==> config.mk <==
export PLATFORM = sky130hd
export DESIGN_NAME = cycle_sequencer
export DESIGN_NICKNAME = d
export VERILOG_FILES = /design/src/rtl/cyc_seq_pkg.sv /design/src/rtl/pulse_timer.sv /design/src/rtl/next_state_logic.sv /design/src/rtl/cycle_sequencer.sv
export SDC_FILE = /design/constraint.sdc
export NUM_CORES = 1
export LEC_CHECK = 0
export BUFFER_PORTS_ARGS = -buffer_cell sky130_fd_sc_hd__clkbuf_2
export CAP_MARGIN = 20
export CORE_AREA = 4 4 41 43
export CTS_CLUSTER_DIAMETER = 100
export CTS_CLUSTER_SIZE = 10
export DETAILED_ROUTE_END_ITERATION = 12
export DIE_AREA = 0 0 45 47
export SLEW_MARGIN = 30
export SYNTH_ARGS = -nofsm -noshare
export SYNTH_HDL_FRONTEND = slang
export SYNTH_SLANG_ARGS = --single-unit
export TNS_END_PERCENT = 10
==> constraint.sdc <==
create_clock -name clk -period 3.4 [get_ports clk]
set_input_delay 0.17 -clock clk [delete_from_list [all_inputs] [get_ports clk]]
set_output_delay 0.17 -clock clk [all_outputs]
set_load 0.01 [all_outputs]
==> src/rtl/cyc_seq_pkg.sv <==
package cyc_seq_pkg;
   typedef enum logic [1:0] {
      ST_FETCH = 2'd0,
      ST_EXEC  = 2'd1,
      ST_DMA   = 2'd2,
      ST_INTR  = 2'd3
   } mstate_t;

   typedef enum logic [1:0] {
      MD_RST0 = 2'd0,
      MD_RST1 = 2'd1,
      MD_HOLD = 2'd2,
      MD_RUN  = 2'd3
   } mode_t;

   function automatic logic mode_is_reset(input logic [1:0] m);
      return (m == MD_RST0) || (m == MD_RST1);
   endfunction
endpackage

==> src/rtl/pulse_timer.sv <==
module pulse_timer #(
   parameter int CYCLE_PULSES = 8,
   parameter int INIT_EXTRA   = 1,
   localparam int CNT_W       = $clog2(CYCLE_PULSES + INIT_EXTRA)
) (
   input  logic             clk,
   input  logic             clear,
   input  logic             advance,
   input  logic             init_cyc,
   output logic [CNT_W-1:0] cnt,
   output logic             last
);
   localparam logic [CNT_W-1:0] NORM_LAST = CNT_W'(CYCLE_PULSES - 1);
   localparam logic [CNT_W-1:0] INIT_LAST = CNT_W'(CYCLE_PULSES + INIT_EXTRA - 1);

   logic [CNT_W-1:0] cnt_q;

   generate
      if (INIT_EXTRA == 0) begin : g_flat
         assign last = (cnt_q == NORM_LAST);
      end else begin : g_long_init
         assign last = init_cyc ? (cnt_q == INIT_LAST) : (cnt_q == NORM_LAST);
      end
   endgenerate

   always_ff @(negedge clk) begin
      if (clear)
         cnt_q <= '0;
      else if (advance)
         cnt_q <= last ? '0 : cnt_q + CNT_W'(1);
   end

   assign cnt = cnt_q;
endmodule

==> src/rtl/next_state_logic.sv <==
module next_state_logic
   import cyc_seq_pkg::*;
(
   input  mstate_t cur,
   input  logic    init_cyc,
   input  logic    second_exec,
   input  logic    dma_pend,
   input  logic    irq_pend,
   input  logic    irq_en,
   input  logic    long_hint,
   input  logic    idle_hint,
   output mstate_t nxt,
   output logic    force_second
);
   logic    irq_ok;
   mstate_t serviced;

   assign irq_ok = irq_pend && irq_en;

   always_comb begin
      if (dma_pend)
         serviced = ST_DMA;
      else if (irq_ok)
         serviced = ST_INTR;
      else
         serviced = ST_FETCH;
   end

   always_comb begin
      nxt          = ST_FETCH;
      force_second = 1'b0;
      if (init_cyc) begin
         nxt = dma_pend ? ST_DMA : ST_FETCH;
      end else begin
         unique case (cur)
            ST_FETCH: nxt = ST_EXEC;
            ST_EXEC: begin
               if (!second_exec && long_hint) begin
                  nxt          = ST_EXEC;
                  force_second = 1'b1;
               end else if (idle_hint && !dma_pend && !irq_ok) begin
                  nxt = ST_EXEC;
               end else begin
                  nxt = serviced;
               end
            end
            ST_DMA:  nxt = serviced;
            ST_INTR: nxt = dma_pend ? ST_DMA : ST_FETCH;
            default: nxt = ST_FETCH;
         endcase
      end
   end
endmodule

==> src/rtl/cycle_sequencer.sv <==
module cycle_sequencer
   import cyc_seq_pkg::*;
#(
   parameter int CYCLE_PULSES = 8,
   parameter int INIT_EXTRA   = 1,
   localparam int CNT_W       = $clog2(CYCLE_PULSES + INIT_EXTRA)
) (
   input  logic             clk,
   input  logic [1:0]       mode_sel,
   input  logic             dma_in_req,
   input  logic             dma_out_req,
   input  logic             irq_req,
   input  logic             irq_en,
   input  logic             long_hint,
   input  logic             idle_hint,
   output logic [1:0]       state_code,
   output logic [CNT_W-1:0] pulse_cnt,
   output logic             cycle_end,
   output logic             ie_clear
);
   generate
      if (CYCLE_PULSES < 2) begin : g_bad_len
         $error("CYCLE_PULSES must be at least 2");
      end
      if (INIT_EXTRA < 0) begin : g_bad_extra
         $error("INIT_EXTRA must not be negative");
      end
   endgenerate

   logic    in_reset, running, last_pulse, boundary;
   logic    init_q, second_q, ie_clr_q, force_second;
   mstate_t state_q, nxt_state;

   assign in_reset = mode_is_reset(mode_sel);
   assign running  = (mode_sel == MD_RUN);
   assign boundary = running && last_pulse;

   pulse_timer #(
      .CYCLE_PULSES(CYCLE_PULSES),
      .INIT_EXTRA  (INIT_EXTRA)
   ) u_timer (
      .clk     (clk),
      .clear   (in_reset),
      .advance (running),
      .init_cyc(init_q),
      .cnt     (pulse_cnt),
      .last    (last_pulse)
   );

   next_state_logic u_next (
      .cur         (state_q),
      .init_cyc    (init_q),
      .second_exec (second_q),
      .dma_pend    (dma_in_req || dma_out_req),
      .irq_pend    (irq_req),
      .irq_en      (irq_en),
      .long_hint   (long_hint),
      .idle_hint   (idle_hint),
      .nxt         (nxt_state),
      .force_second(force_second)
   );

   always_ff @(negedge clk) begin
      if (in_reset) begin
         state_q  <= ST_EXEC;
         init_q   <= 1'b1;
         second_q <= 1'b0;
         ie_clr_q <= 1'b0;
      end else if (boundary) begin
         state_q  <= nxt_state;
         init_q   <= 1'b0;
         second_q <= force_second;
         ie_clr_q <= (nxt_state == ST_INTR);
      end else begin
         ie_clr_q <= 1'b0;
      end
   end

   assign state_code = state_q;
   assign cycle_end  = boundary;
   assign ie_clear   = ie_clr_q;
endmodule

==> results.yml, run 1 <==
cts:
  cts_tree: "built"
  clk_latency_ns: 0.34
  htreeDepth: 1
  clock_path_buffers: 2
  clkTransAtPathRegs_ns: 0.04
  hold_buffers: 0
  cts_made_buffers: 3
  ctsRootBufferMaster: "clkbuf_4"
  cts.sinks: 9
synthesis:
  syn_avg_cell_area_um2: 8.82
  synth_top_area_cell: "dfxtp_1"
  synth_commonest_cells: "dfxtp_1 (9), inv_1 (5), nand2_1 (5)"
  ys_warn_count: 0
  post-synth-top-count-cell: "dfxtp_1"
  synth_fp_nets: 69
  ys_ff_latch: 9
  synth_edf_count: 0
  synth-main-ff-cell: "dfxtp_1"
  synthTopCellsByArea: "dfxtp_1 (35%), mux2i_1 (3.8%), nand3b_4 (3.8%)"
  synth_cell_type_count: 30
  postSynthCellCount: 59
  synth_area_um2: 520
  yosysSeqAreaShare_pct: 34.6
  synthArstFlopShare_pct: 0
  synth_top_area_share_pct: 34.6
timing:
  fin_skew_ns: 0.0153
  hold_viol: 0
  max_slew_margin_pct: 72.9
  finalMaxSlewViolations: 0
  setup_viol: 0
  worst_pin_slew_ns: 0.404
routing:
  routed_wl_mm: 1.25
  wire_per_inst_um: 12.3
  firstDrtPassIters: 4
  drt_iter0_drc: 22
  postRouteAntennaNets: 0
  drc: 0
  vias_per_cell: 5.31
  via_count: 542
setup_path:
  r2r_slack_ns: 1.96
  timing.critical_path.from: "u_timer.cnt[0]$_SDFFE_NP0N_"
  critPathRequiredTime_ns: 3.23
  reg2reg_from: "u_timer.cnt[0]$_SDFFE_NP0N_"
  worst_ep_arrival_time_ns: 3.17
  critical_path_class: "reg -> out"
  worstPathMaxFanout: 6
  start_kind: "flip-flop"
  end_kind: "output port"
floorplanning:
  die_x_um: 45
  io_pins: 17
  die-area_um2: 2120
  rows: 13
  coreArea_um2: 1300
  fp.dieH_um: 47
  start_util_pct: 40.0
placement:
  dp_cells: 88
  place_congestion: 0.768
  hpwl_um: 831
  port_buffers: 16
grt:
  grt_max_degree: 10
  track_usage_pct: 12.8
  grt_pass1_wl_mm: 1.90
  gr-total-overflow: 0
  first_global_vias: 482
  antenna_found_initial: 0
cells_and_area:
  area_growth_pct: 40.9
  layout-drive-gt1-share_pct: 39.1
  nNetsFinal: 98
  stdcell_count: 102
  diodes: 0
pwr:
  p_leak_nw: 0.362
  ir_drop_v: 0.000304
  finalPower_uw: 338
  p_per_area_nw_per_um2: 461
job:
  maxCapViolCount: 0
status:
  status: "completed"
min_path:
  hp-class: "reg -> reg"
  min_from: "second_q$_SDFFE_NP0P_"
[flip-flops by register name, summed over array words and instances (netlist names)]
register and cells:
init_q 1, u_timer.cnt 4, second_q 1, ie_clear 1
state_code 2
[layer usage]
layer	vias up	wire length [µm]	track usage, %
met5	-	0	0
met4	0	13	8.19
met3	2	98	8.05
met2	16	600	15.8
met1	245	541	16.3
li1	279	-	-
[cells in the final DEF, fill, tap and decap left out, types with 2 or more instances in the layout]
| cell | n |
|---|---|
| a211oi_1 | 2 |
| a21oi_1 | 3 |
| buf_4 | 2 |
| clkbuf_2 | 15 |
| clkbuf_4 | 3 |
| dfxtp_1 | 5 |
| dfxtp_2 | 2 |
| dfxtp_4 | 2 |
| inv_1 | 13 |
| mux2i_1 | 2 |
| nand2_1 | 5 |
| nor2_1 | 4 |
| nor4_1 | 2 |
| o21ai_0 | 3 |
| o21ai_1 | 3 |
| o31ai_1 | 2 |
[what timing repair did]
action                                  in CTS  in global routing
endpoints found under the setup margin       1                  1
pin swaps                                    0                  2
gates resized for setup                      3                  7
cloned                                       0                  0
setup buffers                                0                  2
[power breakdown]
| part | switching [mW] | leakage, nW | internal [mW] | total (mW) |
|---|---|---|---|---|
| sequential | 0.00390 | 0.0743 | 0.108 | 0.112 |
| combinational | 0.0144 | 0.212 | 0.0118 | 0.0262 |
| clock | 0.0666 | 0.0759 | 0.133 | 0.200 |
| total | 0.0850 | 0.362 | 0.253 | 0.338 |
[stage by stage]
| stage | TNS, ns | utilization (%) | hold slack, ns | setup WS, ns | instance area [µm²] |
|---|---|---|---|---|---|
| CTS | 0 | 53.6 | 0.513 | 0.0103 | 697 |
| global placement | 0 | 46.6 | 0.517 | 0.337 | 607 |
| detailed placement | 0 | 46.6 | 0.502 | 0.308 | 607 |
| finish | 0 | 56.3 | 0.512 | 0.0592 | 733 |
| floorplan | 0 | - | 0.465 | 0.454 | 520 |
| global route | -0.000208 | 56.3 | 0.533 | -0.000208 | 733 |
[cell families after synthesis]
group / after synthesis / share of synthesized area [%]
simple gates: 21 / 28.1
fa+ha+maj: 1 / 2.40
flops: 9 / 34.6
buf+inv: 7 / 6.01
mux: 3 / 6.01
compound gates: 18 / 22.8
[layout make-up]
type | instances | area, µm²
fillers | 141 | 568
well taps | 15 | 18.8
clock inverters | 10 | 63.8
inverters | 4 | 15.0
multi-input cells | 43 | 322
flip-flops and latches | 9 | 190
repair buffers | 18 | 101
clock buffers | 3 | 22.5
[worst paths after layout]
| path | to | depth (start not counted) |
|---|---|---|
| setup reg to reg | state_code[1]$_SDFFE_NP0P_ | 5 |
| setup / recovery | cycle_end | 4 |
| hold reg to reg | second_q$_SDFFE_NP0P_ | 2 |
| hold / removal | second_q$_SDFFE_NP0P_ | 2 |
[worst max-delay path, cell delays in order, from the launching register on]
cell and delay (ns):
dfxtp_4 0.38, nand3_4 0.09, o32a_1 0.40, nor2_4 0.15, buf_6 0.11
Power figures use the tool's default switching activity.
==> inputs of run 2 (changes only) <==
- CORE_AREA: 4 4 41 43 -> 2 2 39 41
- DIE_AREA: 0 0 45 47 -> 0 0 41 43
==> run 2 against run 1 <==
Compared with the run above:
- global-route usage up 4.1 points
- count of clock-buffer cells in the layout unchanged
- clock power down 40%
- cell count up 2.0%
- first-iteration DRC count down 82%
- wire length up 2.8%
- hold slack worse by 0.022 ns
- critical endpoint unchanged
- largest cell class unchanged
- largest power group unchanged
==> results.yml, run 2 (synthesis gave the netlist of run 1 again) <==
grt:
  antenna_found_initial: 0
  grt_pass1_wl_mm: 1.95
  grt_max_degree: 9
  gr-total-overflow: 0
  track_usage_pct: 16.9
  first_global_vias: 502
setup_path:
  worstPathMaxFanout: 6
  critical_path_class: "reg -> out"
  end_kind: "output port"
  critPathRequiredTime_ns: 3.23
  reg2reg_from: "init_q$_SDFFE_NP1P_"
  worst_ep_arrival_time_ns: 3.16
  timing.critical_path.from: "u_timer.cnt[0]$_SDFFE_NP0N_"
  start_kind: "flip-flop"
routing:
  wire_per_inst_um: 12.4
  postRouteAntennaNets: 0
  routed_wl_mm: 1.29
  drt_iter0_drc: 4
  firstDrtPassIters: 4
  drc: 0
  via_count: 555
  vias_per_cell: 5.34
cts:
  clkTransAtPathRegs_ns: 0.03
  cts_tree: "built"
  clock_path_buffers: 2
  clk_latency_ns: 0.33
  hold_buffers: 0
  cts.sinks: 9
  htreeDepth: 1
  ctsRootBufferMaster: "clkbuf_4"
  cts_made_buffers: 3
cells_and_area:
  final_common_cell: "clkbuf_2"
  area_growth_pct: 38.0
  largest_reg_flops: 4
  layout-drive-gt1-share_pct: 38.6
  final_cell_mix: "clkbuf_2 (15), inv_1 (14), nand2_1 (5), dfxtp_1 (5), nor2_1 (4)"
  stdcell_count: 104
  fillers: 150
  diodes: 0
  nNetsFinal: 99
  stdcell_area_um2: 718
timing:
  fin_skew_ns: 0.0113
  finalMaxSlewViolations: 0
  max_slew_margin_pct: 74.8
  rsz0062_at_grt: "yes"
  worst_pin_slew_ns: 0.376
  hold_viol: 0
  setup_viol: 0
floorplanning:
  die_x_um: 41
  rows: 14
  coreArea_um2: 1380
  io_pins: 17
  die-area_um2: 1760
  start_util_pct: 37.6
  fp.dieH_um: 43
job:
  maxCapViolCount: 0
pwr:
  p_leak_nw: 0.357
  p_per_area_nw_per_um2: 359
  finalPower_uw: 258
  ir_drop_v: 0.000204
placement:
  place_congestion: 0.885
  placed_area_um2: 616
  port_buffers: 16
  hpwl_um: 881
  dp_cells: 90
min_path:
  hp-class: "reg -> reg"
  min_from: "second_q$_SDFFE_NP0P_"
status:
  status: "completed"
==> run 2: cell count changes in the layout (fill, tap and decap cells not counted) <==
cell,change
buf_4,+1
bufinv_16,-1
dfxtp_2,-1
dfxtp_4,+1
inv_1,+1
==> run 2: metrics by stage <==
| stage | hold slack [ns] | setup TNS (ns) | worst slack [ns] | utilization (%) |
|---|---|---|---|---|
| floorplan | 0.465 | 0 | 0.454 | - |
| global placement | 0.503 | 0 | 0.356 | 44.5 |
| detailed placement | 0.493 | 0 | 0.326 | 44.5 |
| CTS | 0.499 | 0 | 0.0365 | 48.8 |
| global route | 0.523 | -0.0196 | -0.0196 | 51.9 |
| finish | 0.490 | 0 | 0.0682 | 51.9 |
==> run 2: cell type report <==
class                           count  area (µm²)  area share [%]
Timing Repair Buffer               19         109            15.2
Inverter                            4        15.0            2.09
Clock inverter                     10        37.5            5.23
Sequential cell                     9         193            26.8
Clock buffer                        3        22.5            3.14
Tap cell                           16        20.0            2.79
Multi-Input combinational cell     43         322            44.8
==> run 2: path summary, 6_finish.rpt <==
check,endpoint,slack (ns),cells past startpoint
setup / recovery,cycle_end,0.07,4
hold / removal,second_q$_SDFFE_NP0P_,0.49,2
setup reg to reg,second_q$_SDFFE_NP0P_,1.97,4
hold reg to reg,second_q$_SDFFE_NP0P_,0.49,2
==> run 2: worst max-delay path: stages, from the launching register on <==
cell	delay [ns]
dfxtp_4	0.37
nand3_4	0.09
o32a_1	0.38
nor2_4	0.18
buf_6	0.12
==> run 2: what timing repair did <==
action | CTS | global route
setup buffers | 0 | 2
resized for setup | 3 | 8
pin swaps | 0 | 3
endpoints found under the setup margin | 1 | 1
cloned | 0 | 0
==> run 2: where the power goes <==
group | switching (mW) | internal (mW)
logic | 0.0143 | 0.0117
registers | 0.00392 | 0.108
clock network | 0.0638 | 0.0563
==> run 2: per-layer routing <==
metal  vias up  share of wire (%)  global-route usage [%]
li1        277                  -                       -
met1       256                 42                    16.6
met2        18                 49                    25.0
met3         4                6.9                    9.95
met4         0                2.6                    12.0
met5         -                  0                       0
